`src/rtl/frac_clken_pkg.sv`:
```
package frac_clken_pkg;
  localparam int FIELD_W  = 5;
  localparam int FRAME    = 1 << FIELD_W;
  localparam int SLOT_W   = FIELD_W;
  localparam int ACC_W    = FIELD_W + 1;
  localparam int N_DOM    = 2;
  localparam int DATA_W   = 32;
  localparam int ADDR_W   = 2;
  localparam int KICK_BIT = 31;
  // Bit position of each domain's field inside the field register.
  localparam int FIELD_LSB [N_DOM] = '{8, 0};
  localparam logic [ADDR_W-1:0] ADDR_FIELDS = 2'd0;
  localparam logic [ADDR_W-1:0] ADDR_KICK   = 2'd1;

  typedef logic [FIELD_W-1:0] field_t;
endpackage

```
`src/rtl/frac_clken_frame.sv`:
```
module frac_clken_frame
  import frac_clken_pkg::*;
#(
  parameter int SW = SLOT_W
) (
  input  logic clk,
  input  logic rst,
  output logic frame_end
);
  logic [SW-1:0] slot;

  always_ff @(posedge clk) begin
    if (rst) slot <= '0;
    else     slot <= slot + 1'b1;
  end

  // Last slot of a frame: the next edge starts a fresh frame.
  assign frame_end = &slot;
endmodule

```
`src/rtl/frac_clken_regs.sv`:
```
module frac_clken_regs
  import frac_clken_pkg::*;
#(
  parameter int DW = DATA_W,
  parameter int AW = ADDR_W,
  parameter int ND = N_DOM
) (
  input  logic                        clk,
  input  logic                        rst,
  input  logic                        wr_en,
  input  logic [AW-1:0]               wr_addr,
  input  logic [DW-1:0]               wr_data,
  input  logic [AW-1:0]               rd_addr,
  output logic [DW-1:0]               rd_data,
  input  logic                        frame_end,
  output logic                        busy,
  output logic [ND-1:0][FIELD_W-1:0]  staged,
  output logic [ND-1:0][FIELD_W-1:0]  active
);
  logic          idle_wr;
  logic          fld_wr;
  logic          kick_req;
  logic [DW-1:0] rd_mux;

  assign idle_wr  = wr_en && !busy;
  assign fld_wr   = idle_wr && (wr_addr == ADDR_FIELDS);
  assign kick_req = idle_wr && (wr_addr == ADDR_KICK) && wr_data[KICK_BIT];

  always_ff @(posedge clk) begin
    if (rst) begin
      staged <= '0;
      active <= '0;
      busy   <= 1'b0;
    end else begin
      if (fld_wr) begin
        for (int d = 0; d < ND; d++)
          staged[d] <= wr_data[FIELD_LSB[d] +: FIELD_W];
      end
      if (busy && frame_end) begin
        active <= staged;
        busy   <= 1'b0;
      end else if (kick_req) begin
        busy <= 1'b1;
      end
    end
  end

  always_comb begin
    rd_mux = '0;
    case (rd_addr)
      ADDR_FIELDS: begin
        for (int d = 0; d < ND; d++)
          rd_mux[FIELD_LSB[d] +: FIELD_W] = staged[d];
      end
      ADDR_KICK: rd_mux[KICK_BIT] = busy;
      default: rd_mux = '0;
    endcase
  end

  always_ff @(posedge clk) begin
    if (rst) rd_data <= '0;
    else     rd_data <= rd_mux;
  end
endmodule

```
`src/rtl/frac_clken_lane.sv`:
```
module frac_clken_lane
  import frac_clken_pkg::*;
#(
  parameter int FW = FIELD_W,
  parameter int AW = FW + 1
) (
  input  logic          clk,
  input  logic          rst,
  input  logic [FW-1:0] field,
  output logic          ena
);
  localparam logic [AW-1:0] FRAME_N = AW'(1 << FW);

  logic [AW-1:0] acc;
  logic [AW-1:0] step;
  logic [AW-1:0] sum;
  logic          hit;
  logic          phase;

  // Live slots per frame: 32 - field, in 1..32.
  assign step = FRAME_N - {1'b0, field};
  assign sum  = acc + step;
  assign hit  = (sum >= FRAME_N);

  always_ff @(posedge clk) begin
    if (rst) begin
      acc   <= '0;
      phase <= 1'b0;
      ena   <= 1'b0;
    end else begin
      acc   <= hit ? (sum - FRAME_N) : sum;
      phase <= phase ^ hit;
      ena   <= hit & phase;
    end
  end
endmodule

```
`src/rtl/frac_clken.sv`:
```
module frac_clken
  import frac_clken_pkg::*;
#(
  parameter int DW = DATA_W,
  parameter int AW = ADDR_W
) (
  input  logic          clk,
  input  logic          rst,
  input  logic          wr_en,
  input  logic [AW-1:0] wr_addr,
  input  logic [DW-1:0] wr_data,
  input  logic [AW-1:0] rd_addr,
  output logic [DW-1:0] rd_data,
  output logic          ena_a,
  output logic          ena_b,
  output logic          busy
);
  logic                           frame_end;
  logic [N_DOM-1:0][FIELD_W-1:0]  staged;
  logic [N_DOM-1:0][FIELD_W-1:0]  active;
  logic [N_DOM-1:0]               ena;

  frac_clken_frame #(.SW(SLOT_W)) u_frame (
    .clk       (clk),
    .rst       (rst),
    .frame_end (frame_end)
  );

  frac_clken_regs #(.DW(DW), .AW(AW), .ND(N_DOM)) u_regs (
    .clk       (clk),
    .rst       (rst),
    .wr_en     (wr_en),
    .wr_addr   (wr_addr),
    .wr_data   (wr_data),
    .rd_addr   (rd_addr),
    .rd_data   (rd_data),
    .frame_end (frame_end),
    .busy      (busy),
    .staged    (staged),
    .active    (active)
  );

  for (genvar d = 0; d < N_DOM; d++) begin : g_lane
    frac_clken_lane #(.FW(FIELD_W)) u_lane (
      .clk   (clk),
      .rst   (rst),
      .field (active[d]),
      .ena   (ena[d])
    );
  end

  assign ena_a = ena[0];
  assign ena_b = ena[1];
endmodule

```
`config.mk`:
```
export PLATFORM = sky130hd
export DESIGN_NAME = frac_clken
export DESIGN_NICKNAME = d
export VERILOG_FILES = /design/src/rtl/frac_clken_pkg.sv /design/src/rtl/frac_clken_frame.sv /design/src/rtl/frac_clken_regs.sv /design/src/rtl/frac_clken_lane.sv /design/src/rtl/frac_clken.sv
export SDC_FILE = /design/constraint.sdc
export NUM_CORES = 1
export LEC_CHECK = 0
export BUFFER_PORTS_ARGS = -buffer_cell sky130_fd_sc_hd__buf_2
export CAP_MARGIN = 10
export CORE_UTILIZATION = 50
export DETAILED_ROUTE_END_ITERATION = 6
export GPL_TIMING_DRIVEN = 1
export PLACE_DENSITY = 0.89
export SYNTH_ARGS = -nofsm -noshare
export SYNTH_HDL_FRONTEND = slang
export SYNTH_SLANG_ARGS = --single-unit
```
`constraint.sdc`:
```
create_clock -name clk -period 2.7 [get_ports clk]
set_input_delay 0.135 -clock clk [delete_from_list [all_inputs] [get_ports clk]]
set_output_delay 0.135 -clock clk [all_outputs]
set_load 0.03 [all_outputs]
```
# [Word-level counts from Yosys, hierarchy flattened]
# Index checks and enable logic that the tools add are counted.
[totals] reg_bits=74 inputBits=39 out_inout_bits=35 wordCells=46
[op_classes] n_addsub=7 magnitude_cmp=2 n_eq_ne=2 n_mux=2 bitwise=6 n_reduce_logical=12
[op_table] operator="6-bit adder" count=2
[op_table] operator="6-bit greater-or-equal comparator (second input constant)" count=2
[op_table] operator="6-bit two-way mux" count=2
[op_table] operator="6-bit by 5-bit subtractor with 6-bit output (first input constant)" count=2
[op_table] operator="6-bit subtractor (second input constant)" count=2
[op_table] operator="2-bit OR reduction" count=3
[op_table] operator="5-bit by 1-bit adder with 5-bit output (second input constant)" count=1
[op_table] operator="1-bit logical AND" count=5
[op_table] operator="5-bit AND reduction" count=1
[op_table] operator="2-bit by 1-bit == test with 1-bit output (second input constant)" count=2
[op_table] operator="2-bit zero test" count=2
[op_table] operator="1-bit AND" count=2
[op_table] operator="1-bit NOT" count=2
[op_table] operator="1-bit XOR" count=2
[op_table] operator="1-bit zero test" count=1

# [Logic depth before layout (Yosys ltp)]
# Gate-level depths: netlist of the first run.
[logic_depth] depth_word=4 ltp_mapped=10 ltp_nobuf=10

# [Hierarchy]
# Synthesis of the first run repeated with hierarchy kept, for this count alone.
[hier_totals] hier_cells=241 area_unflattened_um2=2486.1
[modules_own_cells] module="frac_clken_regs" n_inst=1 cells_each=140 area_per_inst_um2=1396.3 seq_area_each_um2=640.6
[modules_own_cells] module="frac_clken_lane" n_inst=2 cells_each=42 area_per_inst_um2=446.7 seq_area_each_um2=160.2
[modules_own_cells] module="frac_clken_frame" n_inst=1 cells_each=17 area_per_inst_um2=196.4 seq_area_each_um2=100.1

# [Worst setup path after synthesis of the first run]
# No wires, ideal clock.
[synth_timing] path_type="reg2reg" startpoint="register u_regs.active[1] (netlist name)" endpoint="register g_lane[0].u_lane.phase" setup_ns=0.128 arrival_time_ns=2.041 required_ns=2.572 setup_slack_ns=0.531 stages_incl_launch_ff=10 path_buffers=0 period_less_slack_ns=2.169 cell_sequence="dfxtp_1 -> inv_1 -> ha_1 -> ha_1 -> fa_1 -> a21o_1 -> a21oi_1 -> xnor2_1 -> ha_1 -> nor2b_1"
[synth_between] elab_chain_len=4
[synth_lines] item="start, declared" line_no="frac_clken_regs.sv:18" source="output logic [ND-1:0][FIELD_W-1:0] active"
[synth_lines] item="start signal, assigned" line_no="frac_clken_regs.sv:40" source="active <= staged;"
[synth_lines] item="6-bit by 5-bit subtractor with 6-bit output" line_no="frac_clken_lane.sv:21" source="assign step = FRAME_N - {1'b0, field};"
[synth_lines] item="6-bit adder" line_no="frac_clken_lane.sv:22" source="assign sum = acc + step;"
[synth_lines] item="6-bit greater-or-equal comparator" line_no="frac_clken_lane.sv:23" source="assign hit = (sum >= FRAME_N);"
[synth_lines] item="1-bit XOR" line_no="frac_clken_lane.sv:32" source="phase <= phase ^ hit;"
[synth_lines] item="end signal, assigned" line_no="frac_clken_lane.sv:32"
[synth_lines] item="end, declared" line_no="frac_clken_lane.sv:18" source="logic phase;"
# Every way passes these cells.
# A chain may end at the register's enable or synchronous reset.

# [Worst setup path after layout of the first run]
# Ends and elaborated chain as after synthesis.

==> results of run 1 <==
==> flip-flops by register name, summed over array words and instances (netlist names) <==
signal	flops
g_lane.u_lane.ena	2
g_lane.u_lane.phase	2
u_regs.busy	1
g_lane.u_lane.acc	12
u_regs.active	10
u_frame.slot	5
u_regs.rd_data	11
u_regs.staged	10
==> how the worst max path moves through the flow <==
stage,endpoint,depth (start not counted),slack [ns]
global placement,g_lane[0].u_lane.phase$_SDFF_PP0_,9,0.44
finish,g_lane[0].u_lane.phase$_SDFF_PP0_,9,0.35
CTS,g_lane[0].u_lane.phase$_SDFF_PP0_,9,0.34
floorplan,g_lane[0].u_lane.phase$_SDFF_PP0_,9,0.53
global route,g_lane[0].u_lane.phase$_SDFF_PP0_,9,0.21
detailed placement,g_lane[0].u_lane.phase$_SDFF_PP0_,9,0.36
==> stage by stage <==
step,util (%),setup WS (ns),area [sq um]
6_report,57.2,0.349,2490
5_1_grt,57.2,0.214,2490
4_1_cts,57.2,0.339,2490
3_5_place_dp,54.9,0.363,2390
3_3_place_gp,54.9,0.437,2390
2_1_floorplan,-,0.531,2350
==> synth_stat cells <==
| cell type | count |
|---|---|
| sky130_fd_sc_hd__a21o_1 | 4 |
| sky130_fd_sc_hd__a21oi_1 | 24 |
| sky130_fd_sc_hd__and2_1 | 11 |
| sky130_fd_sc_hd__and3_1 | 1 |
| sky130_fd_sc_hd__buf_1 | 1 |
| sky130_fd_sc_hd__buf_2 | 4 |
| sky130_fd_sc_hd__buf_4 | 21 |
| sky130_fd_sc_hd__clkbuf_1 | 2 |
| sky130_fd_sc_hd__conb_1 | 1 |
| sky130_fd_sc_hd__dfxtp_1 | 53 |
| sky130_fd_sc_hd__fa_1 | 2 |
| sky130_fd_sc_hd__ha_1 | 22 |
| sky130_fd_sc_hd__inv_1 | 12 |
| sky130_fd_sc_hd__mux2_2 | 3 |
| sky130_fd_sc_hd__nand2_1 | 42 |
| sky130_fd_sc_hd__nand3_1 | 1 |
| sky130_fd_sc_hd__nand4b_1 | 1 |
| sky130_fd_sc_hd__nor2_1 | 10 |
| sky130_fd_sc_hd__nor2b_1 | 12 |
| sky130_fd_sc_hd__nor3_1 | 2 |
| sky130_fd_sc_hd__nor4b_4 | 1 |
| sky130_fd_sc_hd__or4b_1 | 1 |
| sky130_fd_sc_hd__xnor2_1 | 5 |
| sky130_fd_sc_hd__xor2_1 | 3 |
==> area by class of cell <==
cell class,instances,share of cell area [%]
flip-flops and latches,53,42.6
multi-input cells,168,42.5
repair buffers,32,6.53
clock buffers,5,2.76
well taps,52,2.61
inverters,12,1.81
clock inverters,3,1.16
==> routing by layer <==
| metal | up-vias | global-route usage (%) | routed length, um | part of all wire, % |
|---|---|---|---|---|
| met5 | - | 0 | 0 | 0 |
| met4 | 0 | 9.52 | 112 | 3.1 |
| met3 | 12 | 4.07 | 165 | 4.5 |
| met2 | 41 | 30.0 | 1920 | 53 |
| met1 | 738 | 16.3 | 1460 | 40 |
| li1 | 784 | - | - | - |
==> power by group through the flow <==
| stage | Combinational, W | Sequential [W] | Clock (W) |
|---|---|---|---|
| 2_1_floorplan | 0.0000970 | 0.000829 | 0 |
| 5_1_grt | 0.000113 | 0.000809 | 0.000526 |
| 6_report | 0.000104 | 0.000806 | 0.000479 |
| 3_3_place_gp | 0.000101 | 0.000824 | 0 |
| 4_1_cts | 0.000104 | 0.000806 | 0.000492 |
| 3_5_place_dp | 0.000103 | 0.000824 | 0 |
==> worst max-delay path: cells and delay by family (launching register included) <==
family                   cells  cell delay [ns]
AO/OA/AOI/OAI                2             0.38
XOR/XNOR                     1             0.14
buffers and inverters        1             0.05
adder cells (fa/ha/maj)      4             1.17
flip-flops                   1             0.36
AND/OR/NAND/NOR              1             0.13
==> logic make-up (layout without fill, tap and decap cells) <==
logic type	count (synthesis)	in the layout	synth area share [%]
DFF	53	53	46.7
xor gates and xnor gates	8	8	3.09
and+or+nand+nor	82	82	17.7
AOI/OAI and AO/OA	28	28	6.61
buffers and inverters	40	52	10.3
muxes	3	3	1.49
adders and majority gates	24	24	13.9
other	1	23	0.165
==> reports/metrics.yaml, run 1 <==
status:
  outcome: "finished, final reports clean"
floorplanning:
  dieArea_sq_um: 4820
  start_util_pct: 52.2
  design.core.area_sq_um: 4350
  fp.dieH_um: 69.4
  die-width_um: 69.4
  fp-row-count: 24
  num_io_pins: 74
routing:
  final_routed_wire_length_divided_by_cell_count_um: 11.3
  route.detailed.vias_per_inst: 4.85
  drtAntennaViolNets: 0
  postRouteWirelength_um: 3660
  detailedRoute.firstPassIterationCount: 6
  drc: 0
  via_count: 1575
  initialDrtViolationCount: 71
cts:
  numCtsBuffers: 5
  cts_post_setup_buffers_inserted: 0
  h-tree-depth: 2
  cts-hold-fix-buffers: 0
  post_cts.resized_instances: 0
  clockBufferDepth: 2
  tritoncts: "done"
  cts.root.buffer_cell: "sky130_fd_sc_hd__clkbuf_8"
  path_clk_slew_ns: 0.10
  worst_skew_pair.late_latency_ns: 0.31
  cts_num_sinks: 53
power:
  leakage_nw: 1.08
  powerDensity_nw_per_um2: 558
  power.combinational.fraction_pct: 7.5
  worst_ir_drop_vdd_mv: 0.369
  clock_power_share_pct: 34.5
  power_frac_seq_pct: 58.1
  cell_internal_pwr_w: 0.00102
  power_switching_share_pct: 26.4
  power.switching_w: 0.000367
  totalPowerFinal_w: 0.00139
timing:
  setup-tns-final_ns: 0
  final_hold_viol_count: 0
  setup_repair_after_global_routing_missed_its_margin: "no"
  hold-worst-slack_ns: 0.0274
  max_slew.worst_pin.slew_ns: 0.973
  max_freq_ghz: 0.425
  worst_slew_margin_rel_pct: 34.6
  setup_viol: 0
  clock-skew-final_ns: 0.00855
  slew_limit_fails: 0
  period_share_pct: 87.1
  layout_min_cycle_time_ns: 2.35
critical_path:
  critical-path-slowest-cell: "sky130_fd_sc_hd__fa_1"
  timing.rr.end: "g_lane[0].u_lane.phase$_SDFF_PP0_"
  critPathMostFrequentCell: "sky130_fd_sc_hd__ha_1"
  critPathMaxStageDelay_ns: 0.42
  r2r_setup_slack_ns: 0.35
  timing.critical_path.arrival_ns: 2.55
  critPathLaunch: "u_regs.active[1]$_SDFFE_PP0P_"
  worst_setup_path_start_kind: "flip-flop"
  crit_path_max_fanout: 2
  worstSetupEndpointType: "flip-flop"
  ff2ff_path_depth: 9
  worstReg2RegStart: "u_regs.active[1]$_SDFFE_PP0P_"
  worst-endpoint-required_ns: 2.90
  crit_chain: "inv_1, ha_1, ha_1, fa_1, a21o_1, a21oi_1, xnor2_1, ha_1, nor2b_1"
  criticalPathCategory: "reg -> reg"
global_routing:
  globalRoute.totalOverflow: 0
  first_pass_grt_wire_length_um: 6110
  antenna_violations_before_repair: 0
  number_of_global_route_vias_before_repair: 1512
  pin_count_of_the_biggest_net_entering_global_routing: 44
  track_usage_pct: 16.2
layout:
  mostFrequentLayoutCells: "53 x sky130_fd_sc_hd__dfxtp_1, 42 x sky130_fd_sc_hd__nand2_1, 31 x sky130_fd_sc_hd__buf_2"
  layout.filler_cells: 380
  final_cell_count_no_fill: 325
  area_growth_syn_to_layout_pct: 9.64
  multiInputGateArea_sq_um: 1060
  nNetsFinal: 335
  regArea_sq_um: 1060
  leading_cell_type_in_the_layout_fill_and_taps_excluded: "sky130_fd_sc_hd__dfxtp_1"
  drive_gt1_share_pct: 16.1
  n_antenna_cell: 0
synth:
  yosys-top-cells-area: "sky130_fd_sc_hd__dfxtp_1 47%, sky130_fd_sc_hd__ha_1 12%, sky130_fd_sc_hd__buf_4 6.9%"
  mapped_cells: 239
  ys_types: 24
  yosys_warnings: 0
  synth.ff_latch_count: 53
  synth.cell_area_sq_um: 2270
  synth_area_leader_cell: "sky130_fd_sc_hd__dfxtp_1"
  synth-seq-area-share_pct: 46.7
  synth_largest_type_area_fraction_pct: 46.7
  syn_area_per_cell_sq_um: 9.50
hold_path:
  min_from: "rd_addr[1]"
  hold_path_depth: 2
  hold_path_end: "u_regs.rd_data[31]$_SDFF_PP0_"
  hp-class: "in -> reg"
placed_design:
  place.port_buffers: 31
  placedCellCount: 317
  hpwl_after_detailed_placement_um: 2610
  gp_routability_congestion: 0.737
job:
  max_cap_violations: 0
(Power assumes the default switching activity.)
==> run 2: changes to the inputs <==
- CELL_PAD_IN_SITES_DETAIL_PLACEMENT: unset -> 1
- CELL_PAD_IN_SITES_GLOBAL_PLACEMENT: unset -> 2
- CORE_UTILIZATION: 50 -> 29
- PLACE_DENSITY: 0.89 -> 0.88
==> reports/metrics.yaml, run 2 (same netlist as run 1, synthesis figures left out) <==
status:
  outcome: "finished, final reports clean"
critical_path:
  timing.critical_path.arrival_ns: 2.52  # -0.03 ns
  criticalPathCategory: "reg -> reg"
  crit_chain: "inv_1, ha_1, ha_1, fa_1, a21o_1, a21oi_1, xnor2_1, ha_1, nor2b_1"
  critical-path-slowest-cell: "sky130_fd_sc_hd__fa_1"
  worst-endpoint-required_ns: 2.90  # about the same
  crit_path_max_fanout: 2  # unchanged
  critPathMostFrequentCell: "sky130_fd_sc_hd__ha_1"
  worst_setup_path_start_kind: "flip-flop"
  worstSetupEndpointType: "flip-flop"
  critPathMaxStageDelay_ns: 0.41  # about the same
layout:
  area_growth_syn_to_layout_pct: 12.9
  nNetsFinal: 335  # unchanged
  top_register: "g_lane.u_lane.acc"
  n_antenna_cell: 0  # unchanged
  leading_cell_type_in_the_layout_fill_and_taps_excluded: "sky130_fd_sc_hd__dfxtp_1"
  drive_gt1_share_pct: 16.1  # unchanged
  utilization_pct: 34.6  # -23 points
  flip_flop_count_of_the_largest_register_after_layout: 12  # unchanged
  reg.largest.list: "g_lane.u_lane.acc: 12 flops, u_regs.rd_data: 11 flops"
  mostFrequentLayoutCells: "53 x sky130_fd_sc_hd__dfxtp_1, 42 x sky130_fd_sc_hd__nand2_1, 31 x sky130_fd_sc_hd__buf_2"
power:
  totalPowerFinal_w: 0.00146  # +5.2%
  leakage_nw: 1.09  # +0.69%
  worst_ir_drop_vdd_mv: 0.175  # -53%
  powerDensity_nw_per_um2: 570  # +2.2%
cts:
  cts-hold-fix-buffers: 0  # unchanged
  h-tree-depth: 2  # unchanged
  tritoncts: "done"
  path_clk_slew_ns: 0.10  # about the same
  clockBufferDepth: 2  # unchanged
  worst_skew_pair.late_latency_ns: 0.32  # about the same
  numCtsBuffers: 5  # unchanged
  cts.root.buffer_cell: "sky130_fd_sc_hd__clkbuf_8"
  post_cts.resized_instances: 0  # unchanged
  cts_num_sinks: 53  # unchanged
  cts_post_setup_buffers_inserted: 0  # unchanged
global_routing:
  global_route.usage.met2_pct: 18.9  # -11 points
  grt_util_met3_pct: 3.62  # -0.45 points
  grt.met1_usage_pct: 12.1  # -4.2 points
  globalRoute.totalOverflow: 0  # unchanged
  globalRoute.busiestLayer: "met2"
  pin_count_of_the_biggest_net_entering_global_routing: 44  # unchanged
  number_of_global_route_vias_before_repair: 1592  # +5.3%
  track_usage_pct: 11.0  # -5.3 points
  antenna_violations_before_repair: 0  # unchanged
  first_pass_grt_wire_length_um: 6980  # +14%
timing:
  worst_slew_margin_rel_pct: 35.5  # +0.90 points
  slew_limit_fails: 0  # unchanged
  max_slew.worst_pin.slew_ns: 0.960  # -0.0134 ns
  max_freq_ghz: 0.430  # +1.1%
  layout_min_cycle_time_ns: 2.33  # -0.0253 ns
  clock-skew-final_ns: 0.00908  # +0.000533 ns
  setup_viol: 0  # unchanged
  hold-worst-slack_ns: 0.0172  # -0.0102 ns
  period_share_pct: 86.1  # -0.94 points
  setup_repair_after_global_routing_missed_its_margin: "no"
  final_hold_viol_count: 0  # unchanged
  setup-tns-final_ns: 0  # unchanged
placed_design:
  place.port_buffers: 31  # unchanged
  hpwl_after_detailed_placement_um: 2900  # +11%
  gp_routability_congestion: 0.669  # -9.2%
routing:
  drc: 0  # unchanged
  drtAntennaViolNets: 0  # unchanged
  final_routed_wire_length_divided_by_cell_count_um: 11.0  # -1.8%
  route.detailed.vias_per_inst: 4.19  # -14%
  initialDrtViolationCount: 46  # -35%
  detailedRoute.firstPassIterationCount: 6  # unchanged
  postRouteWirelength_um: 4110  # +12%
  via_count: 1557  # -1.1%
floorplanning:
  dieArea_sq_um: 8190  # +70%
  die-width_um: 90.5  # +30%
  start_util_pct: 30.7  # -22 points
  fp.dieH_um: 90.5  # +30%
  fp-row-count: 31  # +29%
  design.core.area_sq_um: 7410  # +70%
  num_io_pins: 74  # unchanged
job:
  max_cap_violations: 0  # unchanged
hold_path:
  hp-class: "in -> reg"
-- run 2: area by class of cell --
type                    instances  area, sq um
clock inverters                 3         43.8
clock buffers                   5         68.8
multi-input cells             168         1060
repair buffers                 32          163
fillers                       856         4840
flip-flops and latches         53         1060
well taps                      99          124
inverters                      12         45.0
-- run 2: layer usage --
| metal | up-vias | wire, um |
|---|---|---|
| met1 | 736 | 1790 |
| met3 | 5 | 166 |
| met2 | 33 | 2070 |
| li1 | 783 | - |
| met4 | 0 | 85 |
| met5 | - | 0 |
-- run 2: path summary, 6_finish.rpt --
path | startpoint | slack [ns] | to | cells after the start
setup / recovery | u_regs.active[6]$_SDFFE_PP0P_ | 0.37 | g_lane[1].u_lane.phase$_SDFF_PP0_ | 9
hold / removal | rd_addr[1] | 0.02 | u_regs.rd_data[31]$_SDFF_PP0_ | 2
setup reg to reg | u_regs.active[6]$_SDFFE_PP0P_ | 0.37 | g_lane[1].u_lane.phase$_SDFF_PP0_ | 9
hold reg to reg | u_frame.slot[0]$_SDFF_PP0_ | 0.46 | u_frame.slot[0]$_SDFF_PP0_ | 1
-- run 2: worst max-delay path, delay by kind of cell (launching register included) --
family	cells	cell delay (ns)
DFF	1	0.34
buffers and inverters	1	0.05
and+or+nand+nor	1	0.12
xor gates and xnor gates	1	0.15
adders and majority gates	4	1.16
AOI/OAI and AO/OA	2	0.39
-- run 2: per-stage QoR --
step,std cells,setup WS [ns],cell area [sq um]
floorplan,261,0.531,2350
detailed placement,364,0.391,2450
global placement,364,0.427,2450
global route,372,0.229,2560
finish,372,0.374,2560
CTS,372,0.350,2560
-- run 2: power by group --
group,total [W],internal [W],switching (W)
combinational,0.000104,0.0000280,0.0000762
sequential,0.000807,0.000798,0.00000901
clock,0.000550,0.000278,0.000272
total,0.00146,0.00110,0.000358
